--- src/rtl/bsq_pkg.sv ---
package bsq_pkg;
  localparam int unsigned COORD_W = 10;
  localparam int unsigned SPEED_W = 2;
  localparam int unsigned PAL_W   = 3;
  localparam int unsigned RGB_W   = 8;
  localparam int unsigned WIDE_W  = COORD_W + 2;
  localparam int          MAX_STEP = 1 << SPEED_W;

  typedef logic [COORD_W-1:0] coord_t;
  typedef logic [SPEED_W-1:0] speed_t;
  typedef logic [PAL_W-1:0]   pal_t;
  typedef logic [RGB_W-1:0]   rgb_t;

  typedef struct packed {
    coord_t pos;
    logic   back;
  } axis_t;

  // pixels travelled per motion tick
  function automatic coord_t step_len(speed_t s);
    return coord_t'(s) + coord_t'(1);
  endfunction

  // one axis advance with clamp and reversal at both ends
  function automatic axis_t axis_step(coord_t pos, logic back, speed_t s, coord_t lim);
    logic signed [WIDE_W-1:0] cand;
    logic signed [WIDE_W-1:0] wlim;
    axis_t r;
    wlim = $signed({2'b00, lim});
    if (back) cand = $signed({2'b00, pos}) - $signed({2'b00, step_len(s)});
    else      cand = $signed({2'b00, pos}) + $signed({2'b00, step_len(s)});
    if (cand >= wlim) begin
      r.pos  = lim;
      r.back = 1'b1;
    end else if (cand[WIDE_W-1] || (cand == '0)) begin
      r.pos  = '0;
      r.back = 1'b0;
    end else begin
      r.pos  = coord_t'(cand);
      r.back = back;
    end
    return r;
  endfunction

  // bit 0 lights red, bit 1 green, bit 2 blue
  function automatic rgb_t palette(pal_t i);
    return {{3{i[0]}}, {3{i[1]}}, {2{i[2]}}};
  endfunction

  function automatic logic span_hit(coord_t p, coord_t base, coord_t len);
    return ({1'b0, p} >= {1'b0, base}) && ({1'b0, p} < ({1'b0, base} + {1'b0, len}));
  endfunction
endpackage

--- src/rtl/bsq_axis.sv ---
module bsq_axis
  import bsq_pkg::*;
#(
  parameter int unsigned EXTENT = 640,
  parameter int unsigned SMALL  = 60,
  parameter int unsigned LARGE  = 80
) (
  input  logic   clk,
  input  logic   rst_n,
  input  logic   move_tick,
  input  speed_t speed,
  input  logic   size_big,
  output coord_t pos
);
  localparam coord_t LIM_S = coord_t'(EXTENT - SMALL);
  localparam coord_t LIM_L = coord_t'(EXTENT - LARGE);

  logic   back;
  coord_t lim;
  axis_t  nxt;

  assign lim = size_big ? LIM_L : LIM_S;
  assign nxt = axis_step(pos, back, speed, lim);

  always_ff @(posedge clk or negedge rst_n) begin
    if (!rst_n) begin
      pos  <= '0;
      back <= 1'b0;
    end else if (move_tick) begin
      pos  <= nxt.pos;
      back <= nxt.back;
    end
  end


  pos_hold_chk: assert property (@(posedge clk) disable iff (!rst_n)
    !move_tick |=> $stable(pos) && $stable(back));


  lim_small_chk: assert property (@(posedge clk) disable iff (!rst_n)
    move_tick && !size_big |=> pos <= LIM_S);


  lim_large_chk: assert property (@(posedge clk) disable iff (!rst_n)
    move_tick && size_big |=> pos <= LIM_L);


  step_bound_chk: assert property (@(posedge clk) disable iff (!rst_n)
    move_tick && (pos <= lim) |=>
      ((int'(pos) - int'($past(pos))) <= MAX_STEP) &&
      ((int'($past(pos)) - int'(pos)) <= MAX_STEP));
endmodule

--- src/rtl/bsq_palette.sv ---
module bsq_palette
  import bsq_pkg::*;
(
  input  logic clk,
  input  logic rst_n,
  input  logic color_tick,
  output rgb_t bg
);
  pal_t idx;

  always_ff @(posedge clk or negedge rst_n) begin
    if (!rst_n)          idx <= '0;
    else if (color_tick) idx <= idx + pal_t'(1);
  end

  assign bg = palette(idx);


  pal_adv_chk: assert property (@(posedge clk) disable iff (!rst_n)
    color_tick |=> idx == $past(idx) + pal_t'(1));


  pal_hold_chk: assert property (@(posedge clk) disable iff (!rst_n)
    !color_tick |=> $stable(idx));
endmodule

--- src/rtl/bsq_pixel.sv ---
module bsq_pixel
  import bsq_pkg::*;
#(
  parameter int unsigned H_VIS = 640,
  parameter int unsigned V_VIS = 480,
  parameter int unsigned SMALL = 60,
  parameter int unsigned LARGE = 80
) (
  input  logic   clk,
  input  logic   rst_n,
  input  coord_t pix_x,
  input  coord_t pix_y,
  input  coord_t sq_x,
  input  coord_t sq_y,
  input  logic   size_big,
  input  rgb_t   bg,
  output rgb_t   rgb
);
  coord_t edge_len;
  logic   on_screen;
  logic   in_sq;

  assign edge_len  = size_big ? coord_t'(LARGE) : coord_t'(SMALL);
  assign on_screen = (pix_x < coord_t'(H_VIS)) && (pix_y < coord_t'(V_VIS));
  assign in_sq     = span_hit(pix_x, sq_x, edge_len) && span_hit(pix_y, sq_y, edge_len);

  always_ff @(posedge clk or negedge rst_n) begin
    if (!rst_n)         rgb <= '0;
    else if (!on_screen) rgb <= '0;
    else if (in_sq)     rgb <= ~bg;
    else                rgb <= bg;
  end


  offscreen_black_chk: assert property (@(posedge clk) disable iff (!rst_n)
    !on_screen |=> rgb == '0);


  square_inv_chk: assert property (@(posedge clk) disable iff (!rst_n)
    on_screen && in_sq |=> rgb == ~$past(bg));


  backdrop_chk: assert property (@(posedge clk) disable iff (!rst_n)
    on_screen && !in_sq |=> rgb == $past(bg));
endmodule

--- src/rtl/bounce_square_gen.sv ---
module bounce_square_gen
  import bsq_pkg::*;
#(
  parameter int unsigned H_VIS      = 640,
  parameter int unsigned V_VIS      = 480,
  parameter int unsigned EDGE_SMALL = 60,
  parameter int unsigned EDGE_LARGE = 80
) (
  input  logic               clk,
  input  logic               rst_n,
  input  logic               move_tick,
  input  logic               color_tick,
  input  logic [SPEED_W-1:0] speed,
  input  logic               size_big,
  input  logic [COORD_W-1:0] pix_x,
  input  logic [COORD_W-1:0] pix_y,
  output logic [RGB_W-1:0]   pix_rgb
);
  coord_t sq_x, sq_y;
  rgb_t   bg_rgb;

  bsq_axis #(.EXTENT(H_VIS), .SMALL(EDGE_SMALL), .LARGE(EDGE_LARGE)) u_ax_x (
    .clk(clk), .rst_n(rst_n), .move_tick(move_tick), .speed(speed),
    .size_big(size_big), .pos(sq_x)
  );

  bsq_axis #(.EXTENT(V_VIS), .SMALL(EDGE_SMALL), .LARGE(EDGE_LARGE)) u_ax_y (
    .clk(clk), .rst_n(rst_n), .move_tick(move_tick), .speed(speed),
    .size_big(size_big), .pos(sq_y)
  );

  bsq_palette u_pal (
    .clk(clk), .rst_n(rst_n), .color_tick(color_tick), .bg(bg_rgb)
  );

  bsq_pixel #(.H_VIS(H_VIS), .V_VIS(V_VIS), .SMALL(EDGE_SMALL), .LARGE(EDGE_LARGE)) u_pix (
    .clk(clk), .rst_n(rst_n), .pix_x(pix_x), .pix_y(pix_y),
    .sq_x(sq_x), .sq_y(sq_y), .size_big(size_big), .bg(bg_rgb), .rgb(pix_rgb)
  );


  reset_origin_chk: assert property (@(posedge clk)
    !rst_n |=> (sq_x == '0) && (sq_y == '0) && (bg_rgb == '0));
endmodule

--- config.mk ---
export PLATFORM = sky130hd
export DESIGN_NAME = bounce_square_gen
export DESIGN_NICKNAME = d
export VERILOG_FILES = /design/src/rtl/bsq_pkg.sv /design/src/rtl/bsq_axis.sv /design/src/rtl/bsq_palette.sv /design/src/rtl/bsq_pixel.sv /design/src/rtl/bounce_square_gen.sv
export SDC_FILE = /design/constraint.sdc
export NUM_CORES = 1
export LEC_CHECK = 0
export ABC_AREA = 1
export BUFFER_PORTS_ARGS = -buffer_cell sky130_fd_sc_hd__buf_2
export CORE_MARGIN = 2
export CORE_UTILIZATION = 39
export CTS_CLUSTER_SIZE = 16
export DETAILED_ROUTE_END_ITERATION = 16
export PLACE_DENSITY = 0.55
export SLEW_MARGIN = 10
export SYNTH_ARGS = -nofsm -noshare
export SYNTH_HDL_FRONTEND = slang
export SYNTH_SLANG_ARGS = --single-unit
--- constraint.sdc ---
create_clock -name clk -period 3.3 [get_ports clk]
set_input_delay 0.66 -clock clk [delete_from_list [all_inputs] [get_ports clk]]
set_output_delay 0.66 -clock clk [all_outputs]
set_load 0.02 [all_outputs]
[Word level (Yosys, flattened, before mapping)]
Cells that the tools add are included.
Storage, ports and cells
  register bits after elaboration: 33
  bits in latches: 0
  bits in writable memories: 0
  ROM bits: 0
  logic and storage cells: 46
  memories: 0
Operators by class
  $add $sub $neg: 8
  multipliers: 0
  divide/modulo/power cells: 0
  $lt $le $gt $ge: 8
  equal/unequal tests: 0
  shifts and indexed selects: 0
  mux-type cells: 11
  bitwise operators: 1
  reductions and logical operators: 12
Operator list (number)
  adder 10 x 10 -> 11 bit: 4
  two-way mux 11 bit: 4
  >= comparator 12 x 11 -> 1 bit: 2
  logical NOT 12 bit: 2
  two-way mux 12 bit: 2
  less-than comparator 10 x 11 -> 1 bit: 2
  subtractor 10 x 10 -> 11 bit: 2
  >= comparator 10 bit: 2
  two-way mux 8 bit: 2
  two-way mux 7 bit: 2
  less-than comparator 10 bit, second input constant: 1
  less-than comparator 10 x 9 -> 1 bit, second input constant: 1
  inverter 8 bit: 1
  two-way mux 6 bit: 1
  logical AND 1 bit: 4
  AND reduction 2 bit: 2
  nonzero test 2 bit: 2
  adder 2 x 1 -> 3 bit, second input constant: 1
  adder 3 x 1 -> 3 bit, second input constant: 1
  logical OR 1 bit: 2

[Logic depth before layout (Yosys ltp)]
  word-level depth: 7
  gate-level depth with buffers: 24
  gate-level depth less buffers: 24

[Modules after synthesis]
A second synthesis with hierarchy kept.
Second synthesis, totals
  cells, all modules: 773
  area, all modules: 5051.1 um2
Modules (own cells, without submodules)
  bsq_pixel: instances 1, cells each 282, area an instance 1946.9 um2
  bsq_axis at u_ax_x: instances 1, cells each 242, area an instance 1468.9 um2
  bsq_axis at u_ax_y: instances 1, cells each 230, area an instance 1465.2 um2
  bsq_palette: instances 1, cells each 19, area an instance 170.2 um2

[Worst setup path before layout]
No wires, ideal clock.
  path kind: in2reg
  from: input size_big
  to: register u_pix.rgb[1]
  data arrival time: 3170 ps
  setup slack: 13 ps
  stages: 18
  buffers on the path: 0
  cells stage by stage: inv_1 > ha_1 > fa_1 > o21ai_0 > nand2_1 > nand2_1 > nand2_1 > nand2_1 > xor2_1 > ha_1 > a21oi_1 > o21ai_0 > nor2_1 > nand3_1 > nor2_1 > nand2_1 > nand2_1 > nor2_1
On the way
  cells in the longest elaborated chain, start to end: 7
  elaborated cells on any way between the ends: 10
  classes of those cells: 2 x add/sub; 2 x order compare; 3 x mux; 3 x reduce/logical
RTL lines
  start: declaration: RTL line bounce_square_gen.sv:14  | input logic size_big,
  two-way mux 7 bit (*): RTL line bsq_pixel.sv:23  | assign edge_len = size_big ? coord_t'(LARGE) : coord_t'(SMALL);
  adder 10 x 10 -> 11 bit: RTL line bsq_pkg.sv:51  | return ({1'b0, p} >= {1'b0, base}) && ({1'b0, p} < ({1'b0, base} + {1'b0, len}));
  less-than comparator 10 x 11 -> 1 bit: RTL line bsq_pkg.sv:51
  logical AND 1 bit: RTL line bsq_pkg.sv:51
  logical AND 1 bit (*): RTL line bsq_pixel.sv:25  | assign in_sq = span_hit(pix_x, sq_x, edge_len) && span_hit(pix_y, sq_y, edge_len);
  two-way mux 8 bit (*): RTL line bsq_pixel.sv:30  | else if (in_sq) rgb <= ~bg;
  two-way mux 8 bit (*): RTL line bsq_pixel.sv:29  | else if (!on_screen) rgb <= '0;
  end signal: assignment: RTL line bsq_pixel.sv:30
  end signal: assignment: RTL line bsq_pixel.sv:31  | else rgb <= bg;
  end: declaration: RTL line bsq_pixel.sv:17  | output rgb_t rgb
Mark *: on every way between the ends. The rest lies on a longest branch, timed or not.
A chain may end at the register's enable or synchronous reset.

[Worst setup path in the final report]
  from: input speed[0]
  to: register u_ax_y.pos[8]
On the way
  cells in the longest elaborated chain, start to end: 7
  elaborated cells on any way between the ends: 9
  classes of those cells: 3 x add/sub; 1 x order compare; 3 x mux; 2 x reduce/logical
RTL lines
  start: declaration: RTL line bounce_square_gen.sv:13  | input logic [SPEED_W-1:0] speed,
  adder 2 x 1 -> 3 bit (*): RTL line bsq_pkg.sv:21  | return coord_t'(s) + coord_t'(1);
  adder 10 x 10 -> 11 bit or subtractor 10 x 10 -> 11 bit (tied branches): RTL line bsq_pkg.sv:31, bsq_pkg.sv:30
  two-way mux 12 bit (*): RTL line bsq_pkg.sv:30  | if (back) cand = $signed({2'b00, pos}) - $signed({2'b00, step_len(s)});
  branches (longest 3 deep; another with >= comparator 12 x 11 -> 1 bit)
  two-way mux 11 bit (*): RTL line bsq_pkg.sv:32  | if (cand >= wlim) begin
  end signal: assignment: RTL line bsq_axis.sv:30  | pos <= nxt.pos;
  end: declaration: RTL line bsq_axis.sv:13  | output coord_t pos
Mark *: on every way between the ends. The select of a mux whose other input is x is not followed.

==> metrics.txt <==
status=finished clean; Hold Vio Cnt, Final=0; Final nets=796; post-synth cell types=46; largest family of logic cells by synthesized area=simple AND/OR/NAND/NOR gates; launch point of the worst path=speed[0]; Synth Area in Simple Gates=0.3577; Routed Antenna Nets=0; most area-hungry cell type in the Yosys netlist=ha_1; number of global-route vias before repair=4095; count leader, synth=nand2_1; CTS sink count=28; Area after DPL=4741 um2; Ys Warns=0; area grow syn2layout=18.95%; initial antenna violation count=0; critical path type=input pin to register; RSZ-0062 raised after global routing=yes; drt pass-1 iters=7; Core Area=10320 um2; top post-synthesis cells by area=ha_1, dfrtp_1, nand2_1; port buffer count=34; XOR/XNOR Fraction of Synth Area=0.04237; total CTS buffers=3; MaxCap Viol Count=0; worst r2r src=u_ax_y.pos[2]; Hold Crit Class=input pin to asynchronous set/reset pin; total power=0.004856 W; Site Rows=37; Post-synth EDFFs=0; largest net degree at the start of global routing=30; final worst slack=0.2160 ns; WP data required=3.46 ns; Worst-path clk slew=0.10 ns; Max Slew Vio Count=0; clk_lat worst skew=0.28 ns; flops & latches, synth=28; Setup Skew=0.004714 ns; Antenna Cells=0; CTS Hold Bufs=0; clock buffer depth=2; peak supply drop=0.3401 mV; Overflow after GRT=0; GP Congestion=0.9089; Ports=35; Seq. cell area=700.7 um2; DIE AREA=11440 um2; post-layout util=0.4763; Fill cells=1069; dominant synthesized flop cell=dfrtp_1; reg2reg path depth=16; Synth Area in Compound Gates=0.09564; Yosys top cell area share=0.1967; crit-path max FO=7; DR vias/cell=5.072; crit path DAT=3.24 ns; CTS tree=built; final worst-path cycle share=0.9345; Critical R2R Capture=u_ax_y.pos[8]; post-placement worst setup slack=-0.3119 ns; # setup viols final=0; min cycle time layout=3.084 ns; Slew HR=0.5592; Leak=2.649 nW; drc violations=0; post-synthesis net count=721; r2r setup slk=0.31 ns; Critical Path End=u_ax_y.pos[8]; Max Clock Freq=324.3 MHz; Initial DRC Count=309; worst slew pin tran=0.6611 ns; Worst setup EP type=register; hpwl dp=9400 um; Die H=107.0 um; area occupied by multi-input gates=3070 um2; Design Area, Final=4917 um2; root buffer cell=clkbuf_8; H-Tree Depth=1; synthesized area=4134 um2; PwrDens=987.6 nW/um2; mean area per synthesized cell=6.636 um2; starting density of the core=0.4004; ys async rst share=1.000; Post-Route WL=11500 um; register area share after synthesis=0.1695; share of layout cells above drive strength 1=0.2009; most frequent cells after synthesis=nand2_1, inv_1, ha_1; Post-Synth Adder-Cell Area=0.2258; nature of the critical path startpoint=input pin; via count=4225; cell count after synthesis=623; die width=107.0 um; post-synthesis mux area share=0.002724; GRT Resource Usage Total=0.2092; DR WL/cell=13.81 um; global-route wire length before repair=19400 um
[logic make-up (layout without fill, tap and decap cells)]
| group | after synthesis | in the layout |
|---|---|---|
| xor gates and xnor gates | 20 | 20 |
| DFF | 28 | 28 |
| muxes | 1 | 1 |
| buffers and inverters | 103 | 177 |
| and+or+nand+nor | 332 | 332 |
| adders and majority gates | 71 | 71 |
| AOI/OAI and AO/OA | 68 | 68 |
[layer usage]
layer  GRT usage  part of all wire
met5           0                 0
met3     0.02371             0.045
met1      0.3086              0.51
met4     0.02876            0.0069
met2      0.3362              0.44
[metrics by stage]
stage,cells,TNS (ns),hold slack [ns]
after global routing,833,-0.02818,0.4350
after CTS,830,0,0.4170
after global placement,826,-4.188,0.5076
after detailed placement,826,-5.402,0.5119
final,833,0,0.3905
after floorplan,623,0,0.3644
[cell type report]
class,instances,area share
clock inverters,1,0.006107
well taps,136,0.03461
multi-input cells,492,0.6244
inverters,84,0.06463
clock buffers,3,0.008397
repair buffers,89,0.1193
flip-flops and latches,28,0.1425
[registers in the layout (all words and copies together), names as in the netlist]
signal / flops
u_ax_x.back: 1
u_pix.rgb: 3
u_ax_y.pos: 10
u_ax_y.back: 1
u_ax_x.pos: 10
u_pal.idx: 3
[how the worst min path moves through the flow]
stage | from | endpoint | slack (ns) | depth (start not counted)
final | rst_n | u_pix.rgb[4] | 0.39 | 1
after global routing | rst_n | u_pal.idx[1] | 0.43 | 1
after CTS | rst_n | u_pal.idx[1] | 0.42 | 1
after detailed placement | u_pal.idx[0] | u_pal.idx[0] | 0.51 | 1
after global placement | u_pal.idx[2] | u_pal.idx[2] | 0.51 | 2
after floorplan | rst_n | u_ax_x.back | 0.36 | 0
[cell usage in the layout (no fill, tap or decap), drive strengths merged, types with 5 or more instances in the layout]
cell type / n
a21oi: 22
buf: 89
dfrtp: 28
fa: 6
ha: 65
inv: 83
nand2: 175
nand3: 65
nand4: 12
nor2: 62
nor3: 10
o211ai: 5
o21ai: 26
xor2: 19
[power by group]
part	total [W]	internal, W	leakage, nW	switching (W)
sequential	0.000715	0.000484	0.344	0.000231
combinational	0.00386	0.00160	2.27	0.00226
clock	0.000281	0.000163	0.0357	0.000118
total	0.00486	0.00225	2.65	0.00261
[timing repair]
action                                  in CTS  in global routing
setup buffers                                0                  3
endpoints found under the hold margin        0                  0
gates resized for setup                      0                 23
endpoints found under the setup margin       0                 24
[worst max-delay path, stage by stage]
cell	delay, ns
buf_2	0.13
ha_4	0.15
inv_1	0.06
ha_1	0.32
a21oi_1	0.24
nand3_1	0.15
o22ai_1	0.21
xor2_1	0.21
inv_1	0.07
ha_1	0.28
a21oi_1	0.13
nand2_1	0.07
nand3_1	0.10
nand3_2	0.12
nand2_4	0.12
inv_2	0.04
nand2_1	0.07
o211ai_1	0.10
(Power assumes the default switching activity.)
